<file path="src/rtl/irqn_pkg.sv">
package irqn_pkg;

    localparam int MAX_LINES = 64;
    localparam int REG_W     = 16;
    localparam int ADDR_W    = 8;

    typedef enum logic [1:0] {
        BK_MASK = 2'd0,
        BK_POL  = 2'd1,
        BK_ACK  = 2'd2,
        BK_MODE = 2'd3
    } bank_e;

    typedef struct packed {
        logic       hit;
        bank_e      bank;
        logic [1:0] word;
    } reg_sel_t;

    function automatic reg_sel_t decode_addr(input logic [ADDR_W-1:0] a);
        reg_sel_t r;
        r.hit  = (a[1:0] == 2'b00) && (a[7:6] == 2'b00);
        r.bank = bank_e'(a[5:4]);
        r.word = a[3:2];
        return r;
    endfunction

    function automatic int line_word(input int n);
        return n / REG_W;
    endfunction

    function automatic int line_bit(input int n);
        return n % REG_W;
    endfunction

endpackage

</file>
<file path="src/rtl/irqn_sync.sv">
module irqn_sync #(
    parameter int WIDTH = 64
) (
    input  logic             clk,
    input  logic             rst,
    input  logic [WIDTH-1:0] d,
    output logic [WIDTH-1:0] q
);
    logic [WIDTH-1:0] stage1;

    always_ff @(posedge clk) begin
        if (rst) begin
            stage1 <= '0;
            q      <= '0;
        end else begin
            stage1 <= d;
            q      <= stage1;
        end
    end
endmodule

</file>
<file path="src/rtl/irqn_regfile.sv">
module irqn_regfile
    import irqn_pkg::*;
#(
    parameter int NUM_LINES  = 64,
    parameter bit EOI_ENABLE = 1'b1
) (
    input  logic                 clk,
    input  logic                 rst,
    input  logic [ADDR_W-1:0]    reg_addr,
    input  logic                 reg_wr,
    input  logic [REG_W-1:0]     reg_wdata,
    output logic [REG_W-1:0]     reg_rdata,
    output logic [NUM_LINES-1:0] mask_q,
    output logic [NUM_LINES-1:0] pol_q,
    output logic [NUM_LINES-1:0] edge_q,
    output logic [NUM_LINES-1:0] eoi_clr
);
    reg_sel_t sel;
    logic     wr_hit;

    always_comb begin
        sel    = decode_addr(reg_addr);
        wr_hit = reg_wr && sel.hit;
    end

    always_ff @(posedge clk) begin
        if (rst) begin
            mask_q <= '1;
            pol_q  <= '0;
            edge_q <= '0;
        end else if (wr_hit) begin
            for (int i = 0; i < NUM_LINES; i++) begin
                if (line_word(i) == int'(sel.word)) begin
                    case (sel.bank)
                        BK_MASK: mask_q[i] <= reg_wdata[line_bit(i)];
                        BK_POL:  pol_q[i]  <= reg_wdata[line_bit(i)];
                        BK_MODE: edge_q[i] <= reg_wdata[line_bit(i)];
                        default: ;
                    endcase
                end
            end
        end
    end

    generate
        if (EOI_ENABLE) begin : g_ack
            always_comb begin
                eoi_clr = '0;
                if (wr_hit && sel.bank == BK_ACK) begin
                    for (int i = 0; i < NUM_LINES; i++) begin
                        if (line_word(i) == int'(sel.word))
                            eoi_clr[i] = reg_wdata[line_bit(i)];
                    end
                end
            end
        end else begin : g_no_ack
            assign eoi_clr = '0;
        end
    endgenerate

    always_comb begin
        reg_rdata = '0;
        if (sel.hit) begin
            for (int i = 0; i < NUM_LINES; i++) begin
                if (line_word(i) == int'(sel.word)) begin
                    case (sel.bank)
                        BK_MASK: reg_rdata[line_bit(i)] = mask_q[i];
                        BK_POL:  reg_rdata[line_bit(i)] = pol_q[i];
                        BK_MODE: reg_rdata[line_bit(i)] = edge_q[i];
                        default: reg_rdata[line_bit(i)] = 1'b0;
                    endcase
                end
            end
        end
    end
endmodule

</file>
<file path="src/rtl/irqn_line_core.sv">
module irqn_line_core #(
    parameter int NUM_LINES = 64
) (
    input  logic                 clk,
    input  logic                 rst,
    input  logic [NUM_LINES-1:0] sync_q,
    input  logic [NUM_LINES-1:0] pol_q,
    input  logic [NUM_LINES-1:0] edge_q,
    input  logic [NUM_LINES-1:0] mask_q,
    input  logic [NUM_LINES-1:0] eoi_clr,
    output logic [NUM_LINES-1:0] pend_q,
    output logic [NUM_LINES-1:0] irq_out
);
    generate
        for (genvar gi = 0; gi < NUM_LINES; gi++) begin : g_line
            logic norm;
            logic norm_d;
            logic rise;

            assign norm = sync_q[gi] ^ pol_q[gi];
            assign rise = norm && !norm_d;

            always_ff @(posedge clk) begin
                if (rst) begin
                    norm_d     <= 1'b0;
                    pend_q[gi] <= 1'b0;
                end else begin
                    norm_d <= norm;
                    if (!edge_q[gi])
                        pend_q[gi] <= 1'b0;
                    else if (rise)
                        pend_q[gi] <= 1'b1;
                    else if (eoi_clr[gi])
                        pend_q[gi] <= 1'b0;
                end
            end

            assign irq_out[gi] = (edge_q[gi] ? pend_q[gi] : norm) && !mask_q[gi];
        end
    endgenerate
endmodule

</file>
<file path="src/rtl/irq_norm_ctrl.sv">
module irq_norm_ctrl
    import irqn_pkg::*;
#(
    parameter int NUM_LINES  = 64,
    parameter bit EOI_ENABLE = 1'b1
) (
    input  logic                 clk,
    input  logic                 rst,
    input  logic [NUM_LINES-1:0] irq_in,
    input  logic [ADDR_W-1:0]    reg_addr,
    input  logic                 reg_wr,
    input  logic [REG_W-1:0]     reg_wdata,
    output logic [REG_W-1:0]     reg_rdata,
    output logic [NUM_LINES-1:0] irq_out
);
    logic [NUM_LINES-1:0] sync_q;
    logic [NUM_LINES-1:0] mask_q;
    logic [NUM_LINES-1:0] pol_q;
    logic [NUM_LINES-1:0] edge_q;
    logic [NUM_LINES-1:0] eoi_clr;
    logic [NUM_LINES-1:0] pend_q;

    irqn_sync #(.WIDTH(NUM_LINES)) sync_i (
        .clk (clk),
        .rst (rst),
        .d   (irq_in),
        .q   (sync_q)
    );

    irqn_regfile #(.NUM_LINES(NUM_LINES), .EOI_ENABLE(EOI_ENABLE)) regs_i (
        .clk       (clk),
        .rst       (rst),
        .reg_addr  (reg_addr),
        .reg_wr    (reg_wr),
        .reg_wdata (reg_wdata),
        .reg_rdata (reg_rdata),
        .mask_q    (mask_q),
        .pol_q     (pol_q),
        .edge_q    (edge_q),
        .eoi_clr   (eoi_clr)
    );

    irqn_line_core #(.NUM_LINES(NUM_LINES)) core_i (
        .clk     (clk),
        .rst     (rst),
        .sync_q  (sync_q),
        .pol_q   (pol_q),
        .edge_q  (edge_q),
        .mask_q  (mask_q),
        .eoi_clr (eoi_clr),
        .pend_q  (pend_q),
        .irq_out (irq_out)
    );
endmodule

</file>
<file path="config.mk">
export PLATFORM = sky130hd
export DESIGN_NAME = irq_norm_ctrl
export DESIGN_NICKNAME = d
export VERILOG_FILES = /design/src/rtl/irqn_pkg.sv /design/src/rtl/irqn_sync.sv /design/src/rtl/irqn_regfile.sv /design/src/rtl/irqn_line_core.sv /design/src/rtl/irq_norm_ctrl.sv
export SDC_FILE = /design/constraint.sdc
export NUM_CORES = 1
export LEC_CHECK = 0
export ABC_AREA = 1
export BUFFER_PORTS_ARGS = -buffer_cell sky130_fd_sc_hd__buf_2
export CORE_UTILIZATION = 45
export DETAILED_ROUTE_END_ITERATION = 7
export HOLD_SLACK_MARGIN = 0.06
export PLACE_DENSITY = 0.67
export SETUP_SLACK_MARGIN = 0.02
export SYNTH_ARGS = -nofsm -noshare
export SYNTH_HDL_FRONTEND = slang
export SYNTH_SLANG_ARGS = --single-unit
export TNS_END_PERCENT = 100
</file>
<file path="constraint.sdc">
create_clock -name clk -period 3.4 [get_ports clk]
set_input_delay 0 -clock clk [delete_from_list [all_inputs] [get_ports clk]]
set_output_delay 0 -clock clk [all_outputs]
set_load 0.01 [all_outputs]
</file>
* Word-level counts from Yosys, hierarchy flattened
Index checks and enable logic that the tools add are counted.
** Storage, ports and cells
- Word-level logic and storage cells :: 1065
- Register bits after elaboration :: 448
- Memories :: 0
- Latch bits :: 0
- Memory bits (read-only) :: 0
- Input port bits :: 91
- Bits in writable memories :: 0
- Output and inout port bits :: 80
** Cells by class
- $mul :: 0
- Order comparisons :: 0
- Shifts and indexed selects :: 0
- Divide/modulo/power cells :: 0
- Add/sub/neg operators :: 0
- Muxes and demuxes :: 386
- Bitwise gates (word level) :: 128
- Reduce and logical (&&, ||, !) cells :: 403
- Equal/unequal tests :: 6
** Operators with widths (count)
- 2-to-1 mux 1 bit :: 320
- one-hot mux 1 bit (3 select lines) :: 64
- logical AND 1 bit :: 131
- zero test 1 bit :: 128
- nonzero test 2 bit :: 64
- OR reduction 2 bit :: 64
- 2-to-1 mux 64 bit :: 1
- inverter 1 bit :: 64
- bitwise XOR 1 bit :: 64
- AND reduction 3 bit :: 12
- 2-to-1 mux 16 bit :: 1
- zero test 2 bit :: 4
- == test 2 bit, first input constant :: 2
- == test 2 bit, second input constant :: 2
- == test 1 x 2 -> 1 bit, first input constant :: 1
- == test 2 x 1 -> 1 bit, second input constant :: 1

* Longest topological paths before layout
Gate-level depths: netlist (run 1).
- Word-level depth :: 7
- Depth in mapped cells :: 10
- Gate-level depth less buffers :: 8

* By module
Synthesis (run 1) repeated with hierarchy kept, for this count alone.
** Second synthesis, totals
- Cells, all modules :: 3183
- Area, all modules :: 20455.9 um2
** By module, submodules not included
- irqn_regfile :: cells each 1491, area each 9501.6 um2, seq. area each 3843.7 um2, times used 1
- irqn_line_core :: cells each 1294, area each 7277.0 um2, seq. area each 2562.5 um2, times used 1
- irqn_sync :: cells each 398, area each 3677.3 um2, seq. area each 2562.5 um2, times used 1

* Least setup slack after synthesis (run 1)
OpenSTA, ideal clock, no wires.
- Kind :: in2reg
- Start :: input port reg_addr[1]
- End :: register regs_i.pol_q[53]
- Setup time :: 132 ps
- Path buffers :: 1
- Stages on the path :: 7
- Setup slack :: 2296 ps
- Data arrival time :: 971 ps
- Required time :: 3268 ps
- Cells stage by stage :: nor2_2 -> nand3_4 -> inv_4 -> nand3_2 -> clkbuf_1 -> nand2_1 -> a21oi_1
** Between the ends
- Cells in the longest elaborated chain, start to end :: 4
** Ends and longest elaborated chain
- start, declared :: RTL line irq_norm_ctrl.sv:10 : input logic [ADDR_W-1:0] reg_addr,
- zero test 2 bit :: RTL line irqn_pkg.sv:22 : r.hit = (a[1:0] == 2'b00) && (a[7:6] == 2'b00);
- logical AND 1 bit :: RTL line irqn_pkg.sv:22
- logical AND 1 bit :: RTL line irqn_regfile.sv:23 : wr_hit = reg_wr && sel.hit;
- AND reduction 3 bit (no source line)
- end signal, assigned by index :: RTL line irqn_regfile.sv:36 : BK_POL: pol_q[i] <= reg_wdata[line_bit(i)];
- end, declared :: RTL line irqn_regfile.sv:14 : output logic [NUM_LINES-1:0] pol_q,
No other way between the ends.
A chain may end at the register's enable or synchronous reset.

* Worst setup path after layout (run 1)
- Start :: input port reg_addr[4]
- End :: output port reg_rdata[2]
** Between the ends
- Cells in the longest elaborated chain, start to end :: 7
- Elaborated cells on any way between the ends :: 12
- Classes of those cells :: eq/ne (2); mux (9); reduce/logical (1)
** Ends and longest elaborated chain
- == test 2 bit, or another cell as far along :: RTL line irqn_regfile.sv:66 : case (sel.bank)
- one-hot mux 1 bit (3 select lines) :: RTL line irqn_regfile.sv:66
- 2-to-1 mux 1 bit (3 in a row) :: RTL line irqn_regfile.sv:65 : if (line_word(i) == int'(sel.word)) begin
- 2-to-1 mux 1 bit * :: RTL line irqn_regfile.sv:65
- 2-to-1 mux 16 bit * :: RTL line irqn_regfile.sv:63 : if (sel.hit) begin
- end, declared :: RTL line irq_norm_ctrl.sv:13 : output logic [REG_W-1:0] reg_rdata,
Every way passes the cells marked *; elsewhere a longest branch is shown, timed or not.

==> results.json, run 1 <==
{
  "leakage_nw": 10.4,
  "p_comb_frac": 0.068,
  "synth_top_cell_area_share": 0.487,
  "io_pins": 171,
  "final_nets": 2898,
  "outcome": "complete, no violations",
  "critPathRequiredTime_ns": 3.40,
  "synth.area.top_cells": "dfxtp_1 49%, nand2_1 14%, nor2_1 9.8%, inv_1 5.7%, a21oi_1 3.5%",
  "hold_viol": 0,
  "cts_tree": "done",
  "setup_ws_ns": 1.12,
  "drt_wl_total_microns": 61500,
  "cp_max_fo": 20,
  "slew_violations": 0,
  "drv_cap": 0,
  "worst_pin_slew_ns": 0.807,
  "pwr-share-seq": 0.481,
  "power_switching_mw": 2.65,
  "synth_top_flop_cell": "dfxtp_1",
  "max_freq_ghz": 0.438,
  "die_y_microns": 204,
  "cp-start-kind": "primary input",
  "cts_buffers": 47,
  "rsz0062_at_grt": "false",
  "drtIter0Drc": 1789,
  "drc_errors": 0,
  "ys_warn_count": 0,
  "p_int_mw": 8.55,
  "ir_drop_uv": 342,
  "gr-total-overflow": 0,
  "synthesis.area_sq_mm": 0.0184,
  "clk-insertion-delay-late_ns": 0.58,
  "h-tree-depth": 2,
  "core_area_sq_mm": 0.0400,
  "pre_cts_ws_ns": 1.07,
  "synth_top_area_cell": "dfxtp_1",
  "grt_pass1_wl_microns": 92500,
  "fin_tns_setup_ns": 0,
  "setup_viol_count_final": 0,
  "wl_per_cell_microns": 18.3,
  "first_global_vias": 16000,
  "p_sw_frac": 0.236,
  "crit_arrival_ns": 2.28,
  "synthToLayoutAreaGrowth_pct": 19.8,
  "hp-class": "in2reg",
  "place_congestion": 0.958,
  "row_count": 73,
  "critPathKind": "in2out",
  "die-area_sq_mm": 0.0417,
  "synth.distinct_cells": 31,
  "antenna_found_initial": 3,
  "synth_seq_area_share": 0.487,
  "clock_sinks": 448,
  "synth_edf_count": 0,
  "grtUsageTotal": 0.293,
  "powerDensity_mw_per_mm2": 508,
  "end_kind": "output port",
  "period_minus_slack_ns": 2.28,
  "skew_ns": 0.0118,
  "avgSynthCellArea_sq_um": 7.09,
  "syn_inst": 2597,
  "layout-drive-gt1-share": 0.118,
  "clkSlewWorstSetupHoldPaths_ns": 0.06,
  "syn-num-nets": 2688,
  "fin_crit_sh": 0.671,
  "start_util": 0.460,
  "dr.pass1.iters": 6,
  "cts_root_buf": "clkbuf_16",
  "vias": 17400,
  "grt_max_degree": 125,
  "async_flop_share": 0,
  "via_per_inst": 5.17,
  "postCtsSetupRepairBufs": 0,
  "slew_headroom": 0.460,
  "detail-route-antenna-nets": 0,
  "dpl.hpwl_microns": 41600,
  "ys_seq_elements": 448,
  "clk_path_buf_depth": 3,
  "portBuffers": 170,
  "dp_cells": 3188,
  "final_cells": 3367,
  "power_frac_clock": 0.450,
  "post-route-util": 0.551,
  "die_w_microns": 204
}
critical path, cell delays in order:
cell and delay (ns):
buf_2 0.37, inv_1 0.17, nor2_4 0.52, buf_4 0.34, nand2_1 0.08, nand3_1 0.10, nand2_1 0.08, nand2_1 0.16
nor2_1 0.07, nor2_1 0.20, buf_2 0.18
sequential cells by signal, summed over array words and instances (netlist names):
signal and count:
core_i.g_line.norm_d 64, core_i.pend_q 64, regs_i.edge_q 64, regs_i.mask_q 64
regs_i.pol_q 64, sync_i.q 64, sync_i.stage1 64
cells in the mapped netlist, drive strengths merged (9+ instances only):
| master | number |
|---|---|
| dfxtp | 448 |
| inv | 288 |
| or2 | 34 |
| nand3 | 104 |
| buf | 68 |
| clkbuf | 53 |
| xnor2 | 62 |
| o211ai | 70 |
| a21oi | 128 |
| nand4 | 9 |
| nand2 | 701 |
| clkinv | 14 |
| o21ai | 121 |
| nor2 | 491 |
cell usage in the layout, fill, tap and decap left out, types with 9 or more instances in the layout:
cell,instances
a21oi_1,128
buf_2,169
buf_4,13
clkbuf_16,49
clkbuf_8,16
clkinv_1,12
clkinv_2,9
dfxtp_1,448
dlygate4sd3_1,95
inv_1,278
nand2_1,693
nand3_1,99
nand4_1,9
nor2_1,481
o211ai_1,70
o21ai_0,110
o21ai_1,10
or2_2,34
xnor2_1,62
through the flow:
step | area [sq um] | power [mW] | hold slack [ns]
floorplan | 18400 | 5.88 | 0.107
CTS | 22000 | 11.3 | 0.0654
detailed placement | 19600 | 6.17 | 0.207
finish | 22000 | 11.2 | 0.106
global placement | 19600 | 6.16 | 0.199
global route | 22000 | 11.6 | 0.118
per-layer routing:
metal | part of all wire | vias up | GRT usage
li1 | - | 8412 | -
met1 | 0.43 | 8072 | 0.391
met2 | 0.43 | 773 | 0.449
met3 | 0.099 | 139 | 0.0690
met4 | 0.041 | 4 | 0.130
met5 | 0.00047 | - | 0
logic make-up (layout without fill, tap and decap cells):
| logic type | after synthesis | after routing | share of synthesized area |
|---|---|---|---|
| DFF | 448 | 448 | 0.487 |
| and+or+nand+nor | 1341 | 1341 | 0.293 |
| AOI/OAI and AO/OA | 321 | 321 | 0.0973 |
| other | 0 | 2 | 0 |
| xor gates and xnor gates | 64 | 64 | 0.0304 |
| buffers and inverters | 423 | 666 | 0.0923 |
final timing paths:
kind,to,start,slack [ns],cells after the start
worst max-delay path,reg_rdata[2],reg_addr[4],1.12,11
worst min-delay path,regs_i.edge_q[62],reg_addr[5],0.11,5
worst max register to register,core_i.pend_q[44],regs_i.pol_q[44],2.29,3
worst min register to register,sync_i.q[36],sync_i.stage1[36],0.40,2
area by class of cell:
cell class / count / area, sq um
fill: 3908 / 18000
sequential: 448 / 8970
multi-input combinational: 1726 / 7760
timing repair buffer: 282 / 1990
clock buffer: 71 / 1460
inverter: 302 / 1140
tap: 525 / 657
clock inverter: 11 / 63.8
antenna: 2 / 5.00
repair_timing:
item	CTS	global route
setup endpoints to repair	0	0
hold buffers	95	0
endpoints found under the hold margin	180	0
gates resized for setup	0	0
power by group through the flow:
stage	Clock [mW]	Sequential [mW]	Combinational [mW]
after global routing	5.34	5.39	0.825
final	5.04	5.39	0.764
after floorplan	0	5.49	0.394
after global placement	0	5.50	0.657
after detailed placement	0	5.50	0.663
after CTS	5.12	5.39	0.749
Note: power is estimated with default switching activity, not from simulation.
==> run 2: changes to the inputs <==
ABC_AREA = 0   (was 1)
PLACE_DENSITY = 0.7   (was 0.67)
clock period = 2 ns   (was 3.4 ns; I/O delays follow)
==> run 2 against run 1 <==
Register-to-register slack worse by 1.4 ns. Die area is 1.3% lower. Largest cell class unchanged. Clock power grew 72%. Critical endpoint is now reg_rdata[5]. Cell count down 16%.
==> results.json, run 2 <==
{
  "outcome": "complete, no violations",
  "gr-total-overflow": 0,
  "h-tree-depth": 2,
  "cp-start-kind": "register",
  "critPathMaxStageDelay_ns": 0.38,
  "clkSlewWorstSetupHoldPaths_ns": 0.06,
  "synth_top_flop_cell": "dfxtp_1",
  "place_congestion": 0.897,
  "power_mw": 19.1,
  "end_kind": "output port",
  "dpl.hpwl_microns": 33900,
  "pre_cts_ws_ns": 0.134,
  "p_sw_frac": 0.226,
  "antenna_found_initial": 2,
  "dp_cells": 2659,
  "power_frac_clock": 0.454,
  "power_switching_mw": 4.31,
  "leakage_nw": 8.64,
  "layout_commonest_cell": "dfxtp_1",
  "synth.distinct_cells": 29,
  "crit_family": "compound AO/OA/AOI/OAI gates",
  "crit_arrival_ns": 1.99,
  "synth.area.top_cells": "dfxtp_1 49%, mux2i_1 11%, nor2_1 6.7%, nor2b_1 4.5%, a21oi_1 3.6%",
  "crit_chain": "mux2i_1 > o211ai_1 > o21ai_0 > o22ai_2 > buf_2",
  "p_comb_frac": 0.066,
  "syn_inst": 2025,
  "cts_buffers": 46,
  "start_util": 0.457,
  "cp_slowest_cell": "dfxtp_1",
  "first_global_vias": 14400,
  "synth_common_cells": "448 x dfxtp_1, 322 x nor2_1, 192 x mux2i_1",
  "grtUsageTotal": 0.245,
  "drv_cap": 0,
  "synth_edf_count": 0,
  "portBuffers": 170,
  "slew_headroom": 0.595,
  "synth_top_cell_area_share": 0.494,
  "clk_path_buf_depth": 3,
  "grt_pass1_wl_microns": 79200,
  "dpl_cell_area_sq_mm": 0.0199,
  "clock_sinks": 448,
  "skew_ns": 0.0238,
  "setup_ws_ns": 0.0141,
  "drc_errors": 0,
  "p_int_mw": 14.8,
  "critPathRequiredTime_ns": 2.00,
  "fillCellCount": 3553,
  "core_area_sq_mm": 0.0397,
  "synth_seq_area_share": 0.494,
  "io_pins": 171,
  "clk-insertion-delay-late_ns": 0.58,
  "period_minus_slack_ns": 1.99,
  "powerDensity_mw_per_mm2": 856,
  "die_w_microns": 203,
  "drtIter0Drc": 1133,
  "cp.buffers_inverters": 1,
  "via_per_inst": 5.26,
  "detail-route-antenna-nets": 0,
  "layout_common_cells": "448 x dfxtp_1, 322 x nor2_1, 192 x mux2i_1",
  "async_flop_share": 0,
  "synth_top_area_cell": "dfxtp_1",
  "avgSynthCellArea_sq_um": 8.97,
  "worst_pin_slew_ns": 0.608,
  "yosysMostFrequentCell": "dfxtp_1",
  "hp-class": "in2reg",
  "ir_drop_uv": 609,
  "ys_warn_count": 0,
  "syn-num-nets": 2116,
  "dr.pass1.iters": 5,
  "grt_max_degree": 81,
  "wl_per_cell_microns": 18.0,
  "layout-drive-gt1-share": 0.172,
  "fin_crit_sh": 0.993,
  "drt_wl_total_microns": 50900,
  "hold_viol": 0,
  "pwr-share-seq": 0.480,
  "fin_area_sq_mm": 0.0223,
  "final_nets": 2359,
  "final_cells": 2829,
  "setup_viol_count_final": 0,
  "cp_max_fo": 3,
  "row_count": 73,
  "fin_tns_setup_ns": 0,
  "die_y_microns": 203,
  "synthToLayoutAreaGrowth_pct": 22.7,
  "die-area_sq_mm": 0.0412,
  "cts_root_buf": "clkbuf_16",
  "slew_violations": 0,
  "ys_seq_elements": 448,
  "vias": 14900,
  "critPathKind": "reg2out",
  "rsz0062_at_grt": "true",
  "cts_tree": "done",
  "synthesis.area_sq_mm": 0.0182,
  "max_freq_ghz": 0.504
}
run 2: changes by cell type after synthesis, sizes merged, moves of 35 or more:
cell,change
clkbuf,+38
inv,-287
mux2i,+192
nand2,-554
nand2b,+66
nand3b,+65
nor2,-169
nor2b,+131
o211ai,-35
run 2: power by group through the flow:
stage	clock [mW]	sequential (mW)	combinational [mW]
3_5_place_dp	0	9.34	1.10
5_1_grt	9.15	9.16	1.35
3_3_place_gp	0	9.34	1.09
4_1_cts	8.82	9.15	1.24
2_1_floorplan	0	9.32	0.704
6_report	8.67	9.15	1.26
run 2: metrics by stage:
step	hold slack, ns	util
floorplan	0.128	-
CTS	0.113	0.560
global placement	0.207	0.500
finish	0.141	0.561
global route	0.165	0.561
detailed placement	0.212	0.500
run 2: worst min-delay path, delay by kind of cell:
| kind | cells | cell delay [ns] |
|---|---|---|
| buf+inv | 2 | 0.34 |
| compound gates | 2 | 0.23 |
| simple gates | 1 | 0.11 |
run 2: layout make-up:
cell class	instances	area (sq um)	area share
clock buffer	70	1410	0.0634
sequential	448	8970	0.402
timing repair buffer	326	2510	0.112
multi-input combinational	1445	8610	0.387
clock inverter	12	116	0.00522
tap	525	657	0.0295
antenna	2	5.00	0.000225
inverter	1	3.75	0.000168
run 2: final timing paths:
check                        start                 to  slack (ns)  cells past startpoint
hold / removal              reg_wr   core_i.pend_q[7]        0.14                      5
setup reg to reg      sync_i.q[47]  core_i.pend_q[47]        0.94                      3
setup / recovery  regs_i.pol_q[53]       reg_rdata[5]        0.01                      5
hold reg to reg   sync_i.stage1[1]        sync_i.q[1]        0.43                      1
run 2: timing repair:
action	in CTS	in global routing
hold buffers	86	0
endpoints found under the hold margin	279	0
resized for setup	3	5
setup buffers	0	0
pin swaps	1	0
endpoints found under the setup margin	3	5
run 2: per-layer routing:
| layer | wire (microns) | track usage | part of all wire | vias up |
|---|---|---|---|---|
| met2 | 23400 | 0.392 | 0.46 | 452 |
| li1 | - | - | - | 7236 |
| met3 | 3030 | 0.0342 | 0.060 | 85 |
| met4 | 1450 | 0.0980 | 0.028 | 0 |
| met1 | 23000 | 0.331 | 0.45 | 7112 |
| met5 | 0 | 0 | 0 | - |
run 2: logic make-up after synthesis:
kind of cell              Yosys count  synth area share
AOI/OAI and AO/OA                 301            0.0887
xor gates and xnor gates           64            0.0309
buffers and inverters             132            0.0333
DFF                               448             0.494
muxes                             192             0.106
and+or+nand+nor                   888             0.247
==> run 3: changes to the inputs <==
PLACE_DENSITY = 0.67   (was 0.7)
clock period = 2.4 ns   (was 2 ns; I/O delays follow)
==> run 3 against run 2 <==
Hold slack worse by 0.029 ns. Sequential share of layout area up 0.52 points. Clock skew fell by 0.017 ns. Combinational power fell by 19%. Via count is 2.5% lower. Die area unchanged. Cell count is 0.71% lower. First-iteration DRC count decreased by 17%. Highest routed layer is now met5.
==> results.json, run 3 (synthesized netlist as in run 2, its figures left out) <==
{
  "leakage_nw": 8.49,
  "first_global_vias": 14100,
  "r2r_slack_ns": 1.29,
  "end_kind": "output port",
  "grt_busiest_layer": "met2",
  "clk_path_buf_depth": 3,
  "p_sw_frac": 0.224,
  "worst_pin_slew_ns": 0.727,
  "slew_headroom": 0.510,
  "core_area_sq_mm": 0.0397,
  "drv_cap": 0,
  "r2r_start": "sync_i.q[43]",
  "rsz0062_at_grt": "false",
  "cts_tree": "done",
  "setup_ws_ns": 0.299,
  "hold_end": "core_i.pend_q[19]",
  "gr-total-overflow": 0,
  "drtIter0Drc": 944,
  "post-route-util": 0.554,
  "clkSlewWorstSetupHoldPaths_ns": 0.06,
  "drt_wl_total_microns": 50800,
  "final_cells": 2809,
  "pwr-share-seq": 0.485,
  "slew_violations": 0,
  "wl_per_cell_microns": 18.1,
  "layout_commonest_cell": "dfxtp_1",
  "powerDensity_mw_per_mm2": 714,
  "pre_cts_ws_ns": 0.453,
  "dr.pass1.iters": 5,
  "clock_sinks": 448,
  "grt_max_degree": 96,
  "critPathKind": "reg2out",
  "cp-start-kind": "register",
  "layout_common_cells": "448 x dfxtp_1, 322 x nor2_1, 192 x mux2i_1",
  "setup_viol_count_final": 0,
  "grtUsageTotal": 0.245,
  "io_pins": 171,
  "use_met2": 0.397,
  "crit_arrival_ns": 2.10,
  "cp_max_fo": 3,
  "dpl_cell_area_sq_mm": 0.0196,
  "reg2reg_depth": 3,
  "die-area_sq_mm": 0.0412,
  "critPathRequiredTime_ns": 2.40,
  "cts_root_buf": "clkbuf_16",
  "postCtsSetupRepairBufs": 0,
  "period_minus_slack_ns": 2.10,
  "cts.repair.resized": 0,
  "min-delay-start": "reg_wr",
  "final_nets": 2338,
  "p_comb_frac": 0.065,
  "portBuffers": 170,
  "met3_usage": 0.0438,
  "hold_viol": 0,
  "start_util": 0.457,
  "timing.rr.end": "core_i.pend_q[43]",
  "clk-insertion-delay-late_ns": 0.58,
  "power_switching_mw": 3.52,
  "skew_ns": 0.00713,
  "grt_pass1_wl_microns": 78100,
  "die_w_microns": 203,
  "row_count": 73,
  "min_path_cells": 5,
  "max_freq_ghz": 0.476,
  "fin_tns_setup_ns": 0,
  "fin_area_sq_mm": 0.0220,
  "power_mw": 15.7,
  "dpl.hpwl_microns": 32700,
  "vias": 14500,
  "fin_crit_sh": 0.875,
  "ir_drop_uv": 494,
  "outcome": "complete, no violations",
  "fin_hold_ws_ns": 0.112,
  "hp-class": "in2reg",
  "synthToLayoutAreaGrowth_pct": 21.1,
  "power_frac_clock": 0.450,
  "cts_buffers": 47,
  "detail-route-antenna-nets": 0,
  "hold_buffers": 90,
  "p_int_mw": 12.2,
  "layout-drive-gt1-share": 0.157,
  "dp_cells": 2633,
  "via_per_inst": 5.17,
  "antenna_found_initial": 3,
  "place_congestion": 0.859,
  "h-tree-depth": 2,
  "grt_util_met1": 0.321,
  "die_y_microns": 203,
  "drc_errors": 0
}
## run 3: cell count changes in the layout (fill, tap and decap cells not counted), sizes merged
cell / delta
buf: -26
clkbuf: +12
clkinv: -5
dlygate4sd3: +4
bufinv: -2
clkinvlp: -1
diode: -1
inv: -1
## run 3: metal layers
metal | part of all wire | vias to the layer above
met4 | 0.034 | 2
li1 | - | 7185
met3 | 0.057 | 116
met5 | 0.00016 | -
met1 | 0.46 | 6824
met2 | 0.45 | 392
## run 3: layout make-up
cell class / instances / area (sq um)
clock buffer: 82 / 1490
timing repair buffer: 304 / 2280
tap: 525 / 657
inverter: 1 / 3.75
clock inverter: 3 / 15.0
antenna: 1 / 2.50
multi-input combinational: 1445 / 8580
sequential: 448 / 8970
fill: 3582 / 17700
## run 3: power groups by stage
stage | registers [mW] | clock network, mW | logic, mW
after floorplan | 7.76 | 0 | 0.587
after global placement | 7.78 | 0 | 0.886
after detailed placement | 7.78 | 0 | 0.895
after CTS | 7.62 | 7.20 | 1.01
after global routing | 7.63 | 7.50 | 1.10
final | 7.62 | 7.07 | 1.02
## run 3: how the worst max path moves through the flow
stage                             to  slack [ns]        startpoint
finish                  reg_rdata[6]        0.30  regs_i.pol_q[38]
floorplan           regs_i.pol_q[54]        0.62       reg_addr[1]
CTS                     reg_rdata[6]        0.35  regs_i.pol_q[38]
global route            reg_rdata[6]        0.21  regs_i.pol_q[38]
detailed placement      reg_rdata[5]        0.45       reg_addr[4]
global placement        reg_rdata[5]        0.41       reg_addr[4]
## run 3: worst max-delay path, cell delays in order (launching register included)
cell and delay [ns]:
dfxtp_1 0.33, mux2i_1 0.14, o21ai_0 0.11, o21ai_0 0.61, o22ai_1 0.17, buf_2 0.17
